<file path="config.mk">
export PLATFORM = sky130hd
export DESIGN_NAME = mii_phy_ctrl
export DESIGN_NICKNAME = d
export VERILOG_FILES = /design/src/rtl/mii_phy_pkg.sv /design/src/rtl/mii_tx_capture.sv /design/src/rtl/mii_rx_framer.sv /design/src/rtl/mii_sqe_timer.sv /design/src/rtl/mii_phy_ctrl.sv
export SDC_FILE = /design/constraint.sdc
export NUM_CORES = 1
export LEC_CHECK = 0
export ABC_AREA = 0
export BUFFER_PORTS_ARGS = -buffer_cell sky130_fd_sc_hd__buf_4
export CAP_MARGIN = 5
export CORE_MARGIN = 2
export CORE_UTILIZATION = 50
export DETAILED_ROUTE_END_ITERATION = 12
export GPL_TIMING_DRIVEN = 0
export PLACE_DENSITY = 0.92
export SLEW_MARGIN = 10
export SYNTH_ARGS = -nofsm -noshare
export SYNTH_HDL_FRONTEND = slang
export SYNTH_SLANG_ARGS = --single-unit
</file>
<file path="constraint.sdc">
create_clock -name clk -period 4.8 [get_ports clk]
set_input_delay 0.24 -clock clk [delete_from_list [all_inputs] [get_ports clk]]
set_output_delay 0.24 -clock clk [all_outputs]
set_load 0.01 [all_outputs]
</file>
<file path="src/rtl/mii_phy_pkg.sv">
package mii_phy_pkg;
    localparam int NIB_W = 4;

    typedef enum logic [1:0] {
        RX_IDLE  = 2'd0,
        RX_HUNT  = 2'd1,
        RX_FRAME = 2'd2
    } rx_state_e;

    typedef enum logic [1:0] {
        SQE_IDLE  = 2'd0,
        SQE_WAIT  = 2'd1,
        SQE_PULSE = 2'd2
    } sqe_state_e;
endpackage

</file>
<file path="src/rtl/mii_tx_capture.sv">
module mii_tx_capture #(
    parameter int NIB_W = 4,
    localparam int SYM_W = NIB_W + 1
) (
    input  logic             clk,
    input  logic             rst_n,
    input  logic             nib_stb,
    input  logic             bypass_5b,
    input  logic             tx_en,
    input  logic             tx_er,
    input  logic [NIB_W-1:0] txd,
    output logic             sym_vld,
    output logic             sym_err,
    output logic [SYM_W-1:0] sym
);
    logic             msb_d;
    logic             err_d;

    // The MSB is only meaningful in bypass; the error request only outside it.
    always_comb begin
        msb_d = bypass_5b ? tx_er : 1'b0;
        err_d = tx_er & ~bypass_5b;
    end

    always_ff @(posedge clk or negedge rst_n) begin
        if (!rst_n) begin
            sym_vld <= 1'b0;
            sym_err <= 1'b0;
            sym     <= '0;
        end else if (nib_stb) begin
            sym_vld <= tx_en;
            if (tx_en) begin
                sym_err <= err_d;
                sym     <= {msb_d, txd};
            end else begin
                sym_err <= 1'b0;
            end
        end
    end
endmodule

</file>
<file path="src/rtl/mii_rx_framer.sv">
module mii_rx_framer
    import mii_phy_pkg::*;
#(
    parameter int NIB_W = 4
) (
    input  logic             clk,
    input  logic             rst_n,
    input  logic             nib_stb,
    input  logic             speed_100,
    input  logic             rx_act,
    input  logic             rx_pre,
    input  logic             rx_sfd,
    input  logic             rx_last,
    input  logic [NIB_W-1:0] rx_nib,
    output logic             rx_dv,
    output logic [NIB_W-1:0] rxd,
    output logic             rx_idle
);
    rx_state_e state_q, state_d;
    logic      dv_d;

    // Next-state and next-output logic.
    always_comb begin
        state_d = state_q;
        dv_d    = 1'b0;
        unique case (state_q)
            RX_IDLE: begin
                if (rx_pre) begin
                    if (speed_100) begin
                        state_d = RX_FRAME;
                        dv_d    = 1'b1;
                    end else begin
                        state_d = RX_HUNT;
                    end
                end
            end
            RX_HUNT: begin
                if (!rx_act) begin
                    state_d = RX_IDLE;
                end else if (rx_sfd) begin
                    state_d = RX_FRAME;
                    dv_d    = 1'b1;
                end
            end
            RX_FRAME: begin
                if (!rx_act) begin
                    state_d = RX_IDLE;
                end else begin
                    dv_d = 1'b1;
                    if (rx_last) state_d = RX_IDLE;
                end
            end
            default: state_d = RX_IDLE;
        endcase
    end

    // State register.
    always_ff @(posedge clk or negedge rst_n) begin
        if (!rst_n)       state_q <= RX_IDLE;
        else if (nib_stb) state_q <= state_d;
    end

    // Output register.
    always_ff @(posedge clk or negedge rst_n) begin
        if (!rst_n) begin
            rx_dv <= 1'b0;
            rxd   <= '0;
        end else if (nib_stb) begin
            rx_dv <= dv_d;
            rxd   <= dv_d ? rx_nib : '0;
        end
    end

    assign rx_idle = (state_q == RX_IDLE);
endmodule

</file>
<file path="src/rtl/mii_sqe_timer.sv">
module mii_sqe_timer
    import mii_phy_pkg::*;
#(
    parameter int SQE_DLY   = 4,
    parameter int SQE_LEN_W = 4,
    localparam int DLY_W = $clog2(SQE_DLY + 1),
    localparam int CNT_W = (DLY_W > SQE_LEN_W) ? DLY_W : SQE_LEN_W
) (
    input  logic                 clk,
    input  logic                 rst_n,
    input  logic                 nib_stb,
    input  logic                 speed_100,
    input  logic                 tx_en,
    input  logic [SQE_LEN_W-1:0] sqe_len,
    output logic                 sqe_on
);
    sqe_state_e       state_q, state_d;
    logic [CNT_W-1:0] cnt_q, cnt_d;
    logic             tx_en_prev;
    logic             fall;

    localparam logic [CNT_W-1:0] DLY_LAST = CNT_W'(SQE_DLY - 1);

    assign fall = tx_en_prev & ~tx_en;

    always_comb begin
        state_d = state_q;
        cnt_d   = cnt_q;
        unique case (state_q)
            SQE_IDLE: begin
                if (fall && !speed_100 && (sqe_len != '0)) begin
                    state_d = SQE_WAIT;
                    cnt_d   = '0;
                end
            end
            SQE_WAIT: begin
                if (cnt_q == DLY_LAST) begin
                    state_d = SQE_PULSE;
                    cnt_d   = '0;
                end else begin
                    cnt_d = cnt_q + 1'b1;
                end
            end
            SQE_PULSE: begin
                if (cnt_q == CNT_W'(sqe_len - 1'b1)) begin
                    state_d = SQE_IDLE;
                    cnt_d   = '0;
                end else begin
                    cnt_d = cnt_q + 1'b1;
                end
            end
            default: state_d = SQE_IDLE;
        endcase
    end

    // State register.
    always_ff @(posedge clk or negedge rst_n) begin
        if (!rst_n) begin
            state_q    <= SQE_IDLE;
            cnt_q      <= '0;
            tx_en_prev <= 1'b0;
        end else if (nib_stb) begin
            state_q    <= state_d;
            cnt_q      <= cnt_d;
            tx_en_prev <= tx_en;
        end
    end

    // Output decode.
    always_comb begin
        sqe_on = (state_q == SQE_PULSE);
    end
endmodule

</file>
<file path="src/rtl/mii_phy_ctrl.sv">
module mii_phy_ctrl
    import mii_phy_pkg::*;
#(
    parameter int SQE_DLY   = 4,
    parameter int SQE_LEN_W = 4
) (
    input  logic                 clk,
    input  logic                 rst_n,
    input  logic                 nib_stb,
    input  logic                 speed_100,
    input  logic                 full_duplex,
    input  logic                 repeater_mode,
    input  logic                 bypass_5b,
    input  logic                 pwr_save,
    input  logic                 isolate,
    input  logic                 tx_hiz,
    input  logic [SQE_LEN_W-1:0] sqe_len,
    input  logic                 tx_en,
    input  logic                 tx_er,
    input  logic [NIB_W-1:0]     txd,
    input  logic                 rx_act,
    input  logic                 rx_pre,
    input  logic                 rx_sfd,
    input  logic                 rx_last,
    input  logic [NIB_W-1:0]     rx_nib,
    output logic                 tx_sym_vld,
    output logic                 tx_sym_err,
    output logic [NIB_W:0]       tx_sym,
    output logic                 rx_dv,
    output logic [NIB_W-1:0]     rxd,
    output logic                 crs,
    output logic                 col,
    output logic                 rxclk_en,
    output logic                 rx_oe,
    output logic                 tx_clk_oe
);
    logic rx_idle;
    logic sqe_on;

    mii_tx_capture #(.NIB_W(NIB_W)) tx_i (
        .clk       (clk),
        .rst_n     (rst_n),
        .nib_stb   (nib_stb),
        .bypass_5b (bypass_5b),
        .tx_en     (tx_en),
        .tx_er     (tx_er),
        .txd       (txd),
        .sym_vld   (tx_sym_vld),
        .sym_err   (tx_sym_err),
        .sym       (tx_sym)
    );

    mii_rx_framer #(.NIB_W(NIB_W)) rx_i (
        .clk       (clk),
        .rst_n     (rst_n),
        .nib_stb   (nib_stb),
        .speed_100 (speed_100),
        .rx_act    (rx_act),
        .rx_pre    (rx_pre),
        .rx_sfd    (rx_sfd),
        .rx_last   (rx_last),
        .rx_nib    (rx_nib),
        .rx_dv     (rx_dv),
        .rxd       (rxd),
        .rx_idle   (rx_idle)
    );

    mii_sqe_timer #(.SQE_DLY(SQE_DLY), .SQE_LEN_W(SQE_LEN_W)) sqe_i (
        .clk       (clk),
        .rst_n     (rst_n),
        .nib_stb   (nib_stb),
        .speed_100 (speed_100),
        .tx_en     (tx_en),
        .sqe_len   (sqe_len),
        .sqe_on    (sqe_on)
    );

    logic crs_d, col_d, rxclk_d;

    always_comb begin
        crs_d   = rx_act | (tx_en & ~repeater_mode);
        col_d   = ~full_duplex & ((tx_en & rx_act) | sqe_on);
        rxclk_d = ~(pwr_save & speed_100 & ~rx_act & rx_idle);
    end

    always_ff @(posedge clk or negedge rst_n) begin
        if (!rst_n) begin
            crs      <= 1'b0;
            col      <= 1'b0;
            rxclk_en <= 1'b1;
        end else begin
            crs      <= crs_d;
            col      <= col_d;
            rxclk_en <= rxclk_d;
        end
    end

    assign rx_oe     = ~isolate;
    assign tx_clk_oe = ~(isolate | tx_hiz);
endmodule

</file>
==> flow_summary.toml <==
[outcome]
run_status = "finished, final reports clean"

[critical_path]
worst_path_max_delay_cell = "sky130_fd_sc_hd__or3b_2"
worstSetupEndpointType = "flip-flop"
regToRegSetupSlack_ns = 2.86
worstPathArrival_ns = 2.13
timing.critical_path.from_type = "flip-flop"
r2r.worst_path.cells = 6
critPathRequiredTime_ns = 5.00
crit_type = "flip-flop to flip-flop"
crit_path_max_fanout = 4
startpoint = "sqe_i.cnt_q[0]"
slowest_stage_delay_cp_ns = 0.50
cp-endpoint = "sqe_i.cnt_q[3]"
crit_chain = "ha_1, or3b_2, a21oi_1, a311oi_2, a21boi_0, o22ai_1"
reg2reg_from = "sqe_i.cnt_q[0]"
reg2reg_to = "sqe_i.cnt_q[3]"

[drt]
route.detailed.vias_per_inst = 5.40
detail_route.drc_violations = 0
dr_total_vias = 1047
initialDrtViolationCount = 13
drtAntennaViolNets = 0
routed-wl-met3_um = 143
drtPass1Iterations = 5
met2_wirelength_um = 1430
maxUsedRoutingLayer = "met4"
drt-wirelength-per-cell_um = 13.6
drt_wl_total_um = 2640
met1Wirelength_um = 1060

[power_and_ir_drop]
totalPowerFinal_w = 0.000627
part_of_the_total_power_dissipated_in_combinational_logic = 0.420
p_seq_frac = 0.436
p_sw_frac = 0.358
power.net_switching_w = 0.000225
ir_drop_mv = 0.268
cellInternalPower_w = 0.000402
clockPowerShare = 0.144
leakagePower_nw = 0.788
pwr_density_nw_per_um2 = 385

[grt]
groute.usage.overall = 0.204
grt-ovfl-total = 0
grt_antenna_before_repair = 0
grt_start_max_net_pins = 24
first_global_vias = 1058
grt_pass1_wl_um = 4230

[logic_synthesis]
synth_cells = 118
mappedNetlistArea_um2 = 1230
synth_cell_types = 33
post_synth.cell_area_avg_um2 = 10.4
yosys-top-cells-area = "sky130_fd_sc_hd__dfrtp_1, sky130_fd_sc_hd__ha_1, sky130_fd_sc_hd__mux2_2"
synth_top_cell_by_area = "sky130_fd_sc_hd__dfrtp_1"
postSynthNetCount = 153
ys_warn_count = 0
register_bit_count_reported_by_yosys = 23
synth-seq-area-share = 0.468
synth_top_area_frac = 0.447

[die]
floorplan.rows = 17
die_x_um = 53.6
core_area_um2 = 2280
io-pin-count = 45
floorplan.die.height_um = 53.6
die_area_um2 = 2880
floorplan.initialDensity = 0.542

[place]
dp_hpwl_um = 2060
placed_cell_count = 189
place_area_um2 = 1590
last_weighted_congestion_value_of_the_routability_driven_placer = 0.732
portBuffers = 43
pre_cts_slack_ns = 2.78

[finish]
layout.cells.non_filler = 194
leading_cell_types_in_the_layout_fill_and_taps_excluded = "sky130_fd_sc_hd__buf_4, sky130_fd_sc_hd__dfrtp_1, sky130_fd_sc_hd__nand2_1, sky130_fd_sc_hd__inv_1"
finalInstanceArea_um2 = 1630
final_layout_size_suffix_gt1_frac = 0.355
finalNetCount = 202
antenna-diode-count = 0
most_frequent_standard_cell_in_the_layout_excluding_fill_and_tap_cells = "sky130_fd_sc_hd__buf_4"
synthToLayoutAreaGrowth_pct = 32.1

[sta]
timing.final.crit_share = 0.404
rsz0062_at_grt = "no"
worstMarginPinSlew_ns = 0.483
hold_violations = 0
finalCriticalPeriod_ns = 1.94
fmax_mhz = 516
slew_violations = 0
setup_tns_ns = 0
timing.slew.headroom = 0.674
total_of_endpoints_with_negative_setup_slack_in_the_final_report = 0
final.setup_skew_ns = 0.00697
fin_ws_ns = 2.86

[clock_tree]
clkSinkCount = 23
cts_htree_levels = 1
cts_root_buf = "sky130_fd_sc_hd__clkbuf_4"
path_clk_slew_ns = 0.12
post_cts.repair.setup_buffers = 0
tritoncts = "yes"
cts_buffer_depth = 2
worstSkewPairLatency_ns = 0.31
tritoncts.num_buffers = 3

[flow_run]
drv.max_cap_violation_count = 0

[hold_path]
hold_path_class = "primary input to flip-flop"
-- metrics by stage --
step                hold WS, ns  utilization
detailed placement        0.151        0.699
CTS                      0.0531        0.715
global placement          0.148        0.699
floorplan               -0.0556            -
global route             0.0438        0.715
finish                   0.0638        0.715
-- worst min path at each step --
stage / startpoint / end / slack (ns) / cells after the start
floorplan: rst_n / col / -0.06 / 0
global placement: rst_n / crs / 0.15 / 1
detailed placement: rst_n / crs / 0.15 / 1
CTS: full_duplex / col / 0.05 / 2
global route: full_duplex / col / 0.04 / 2
finish: full_duplex / col / 0.06 / 2
-- what timing repair did --
item | 4_1_cts | 5_1_grt
gates resized for setup | 0 | 0
endpoints found under the hold margin | 22 | 0
hold buffers | 1 | 0
-- Yosys cell counts --
cell type / count
sky130_fd_sc_hd__xor3_1: 1
sky130_fd_sc_hd__o2bb2ai_1: 5
sky130_fd_sc_hd__nand2b_1: 4
sky130_fd_sc_hd__xnor2_1: 3
sky130_fd_sc_hd__mux2_2: 6
sky130_fd_sc_hd__o21a_1: 1
sky130_fd_sc_hd__nand3_1: 3
sky130_fd_sc_hd__nand3b_1: 1
sky130_fd_sc_hd__a21oi_1: 4
sky130_fd_sc_hd__nand2_1: 15
sky130_fd_sc_hd__inv_1: 12
sky130_fd_sc_hd__o41ai_1: 1
sky130_fd_sc_hd__ha_1: 7
sky130_fd_sc_hd__o21ai_0: 7
sky130_fd_sc_hd__nor3_1: 2
sky130_fd_sc_hd__xor2_1: 1
sky130_fd_sc_hd__nor3b_1: 1
sky130_fd_sc_hd__clkbuf_1: 1
sky130_fd_sc_hd__nor3b_2: 1
sky130_fd_sc_hd__dfstp_2: 1
sky130_fd_sc_hd__a221oi_2: 1
sky130_fd_sc_hd__clkinv_1: 1
sky130_fd_sc_hd__nor2_1: 4
sky130_fd_sc_hd__a311oi_2: 1
sky130_fd_sc_hd__or4_1: 1
sky130_fd_sc_hd__dfrtp_1: 22
sky130_fd_sc_hd__a21boi_0: 2
sky130_fd_sc_hd__mux2_1: 2
sky130_fd_sc_hd__o22ai_1: 3
sky130_fd_sc_hd__or3b_2: 1
sky130_fd_sc_hd__a21o_1: 1
sky130_fd_sc_hd__buf_2: 1
sky130_fd_sc_hd__mux2i_1: 1
-- metal layers --
layer	vias up	track usage
li1	505	-
met1	505	0.219
met2	35	0.395
met3	2	0.0389
met4	0	0.0641
met5	-	0
-- power by group through the flow --
| stage | Clock, W | Combinational, W | Sequential, W |
|---|---|---|---|
| 2_1_floorplan | 0 | 0.000159 | 0.000282 |
| 6_report | 0.0000903 | 0.000263 | 0.000274 |
| 3_5_place_dp | 0 | 0.000264 | 0.000277 |
| 3_3_place_gp | 0 | 0.000250 | 0.000274 |
| 4_1_cts | 0.0000936 | 0.000264 | 0.000273 |
| 5_1_grt | 0.000102 | 0.000292 | 0.000280 |
-- kinds of logic after synthesis --
family,after synthesis,share of synthesized area
multiplexers,9,0.0812
flip-flops,23,0.468
adder cells (fa/ha/maj),7,0.0711
XOR/XNOR,5,0.0477
AND/OR/NAND/NOR,33,0.134
buffers and inverters,15,0.0467
AO/OA/AOI/OAI,26,0.151
-- worst max-delay path: cells and delay by family (launching register included) --
kind,cells,cell delay (ns)
adders and majority gates,1,0.22
DFF,1,0.44
AOI/OAI and AO/OA,4,0.67
and+or+nand+nor,1,0.50
-- cell type report --
cell class              count  area [µm²]
clock buffers               3        22.5
fillers                   170         648
repair buffers             44         333
clock inverters             1        5.00
multi-input cells          80         598
plain buffers               2        8.76
inverters                  13        48.8
flip-flops and latches     23         577
well taps                  28        35.0
-- state kept, by name, indices dropped and copies added, names as in the netlist --
name,cells
tx_i.sym,5
rx_i.rxd,4
sqe_i.cnt_q,4
rx_i.state_q,2
sqe_i.state_q,2
col,1
crs,1
rx_i.rx_dv,1
rxclk_en,1
sqe_i.tx_en_prev,1
tx_i.sym_err,1
Note: power is estimated with default switching activity, not from simulation.
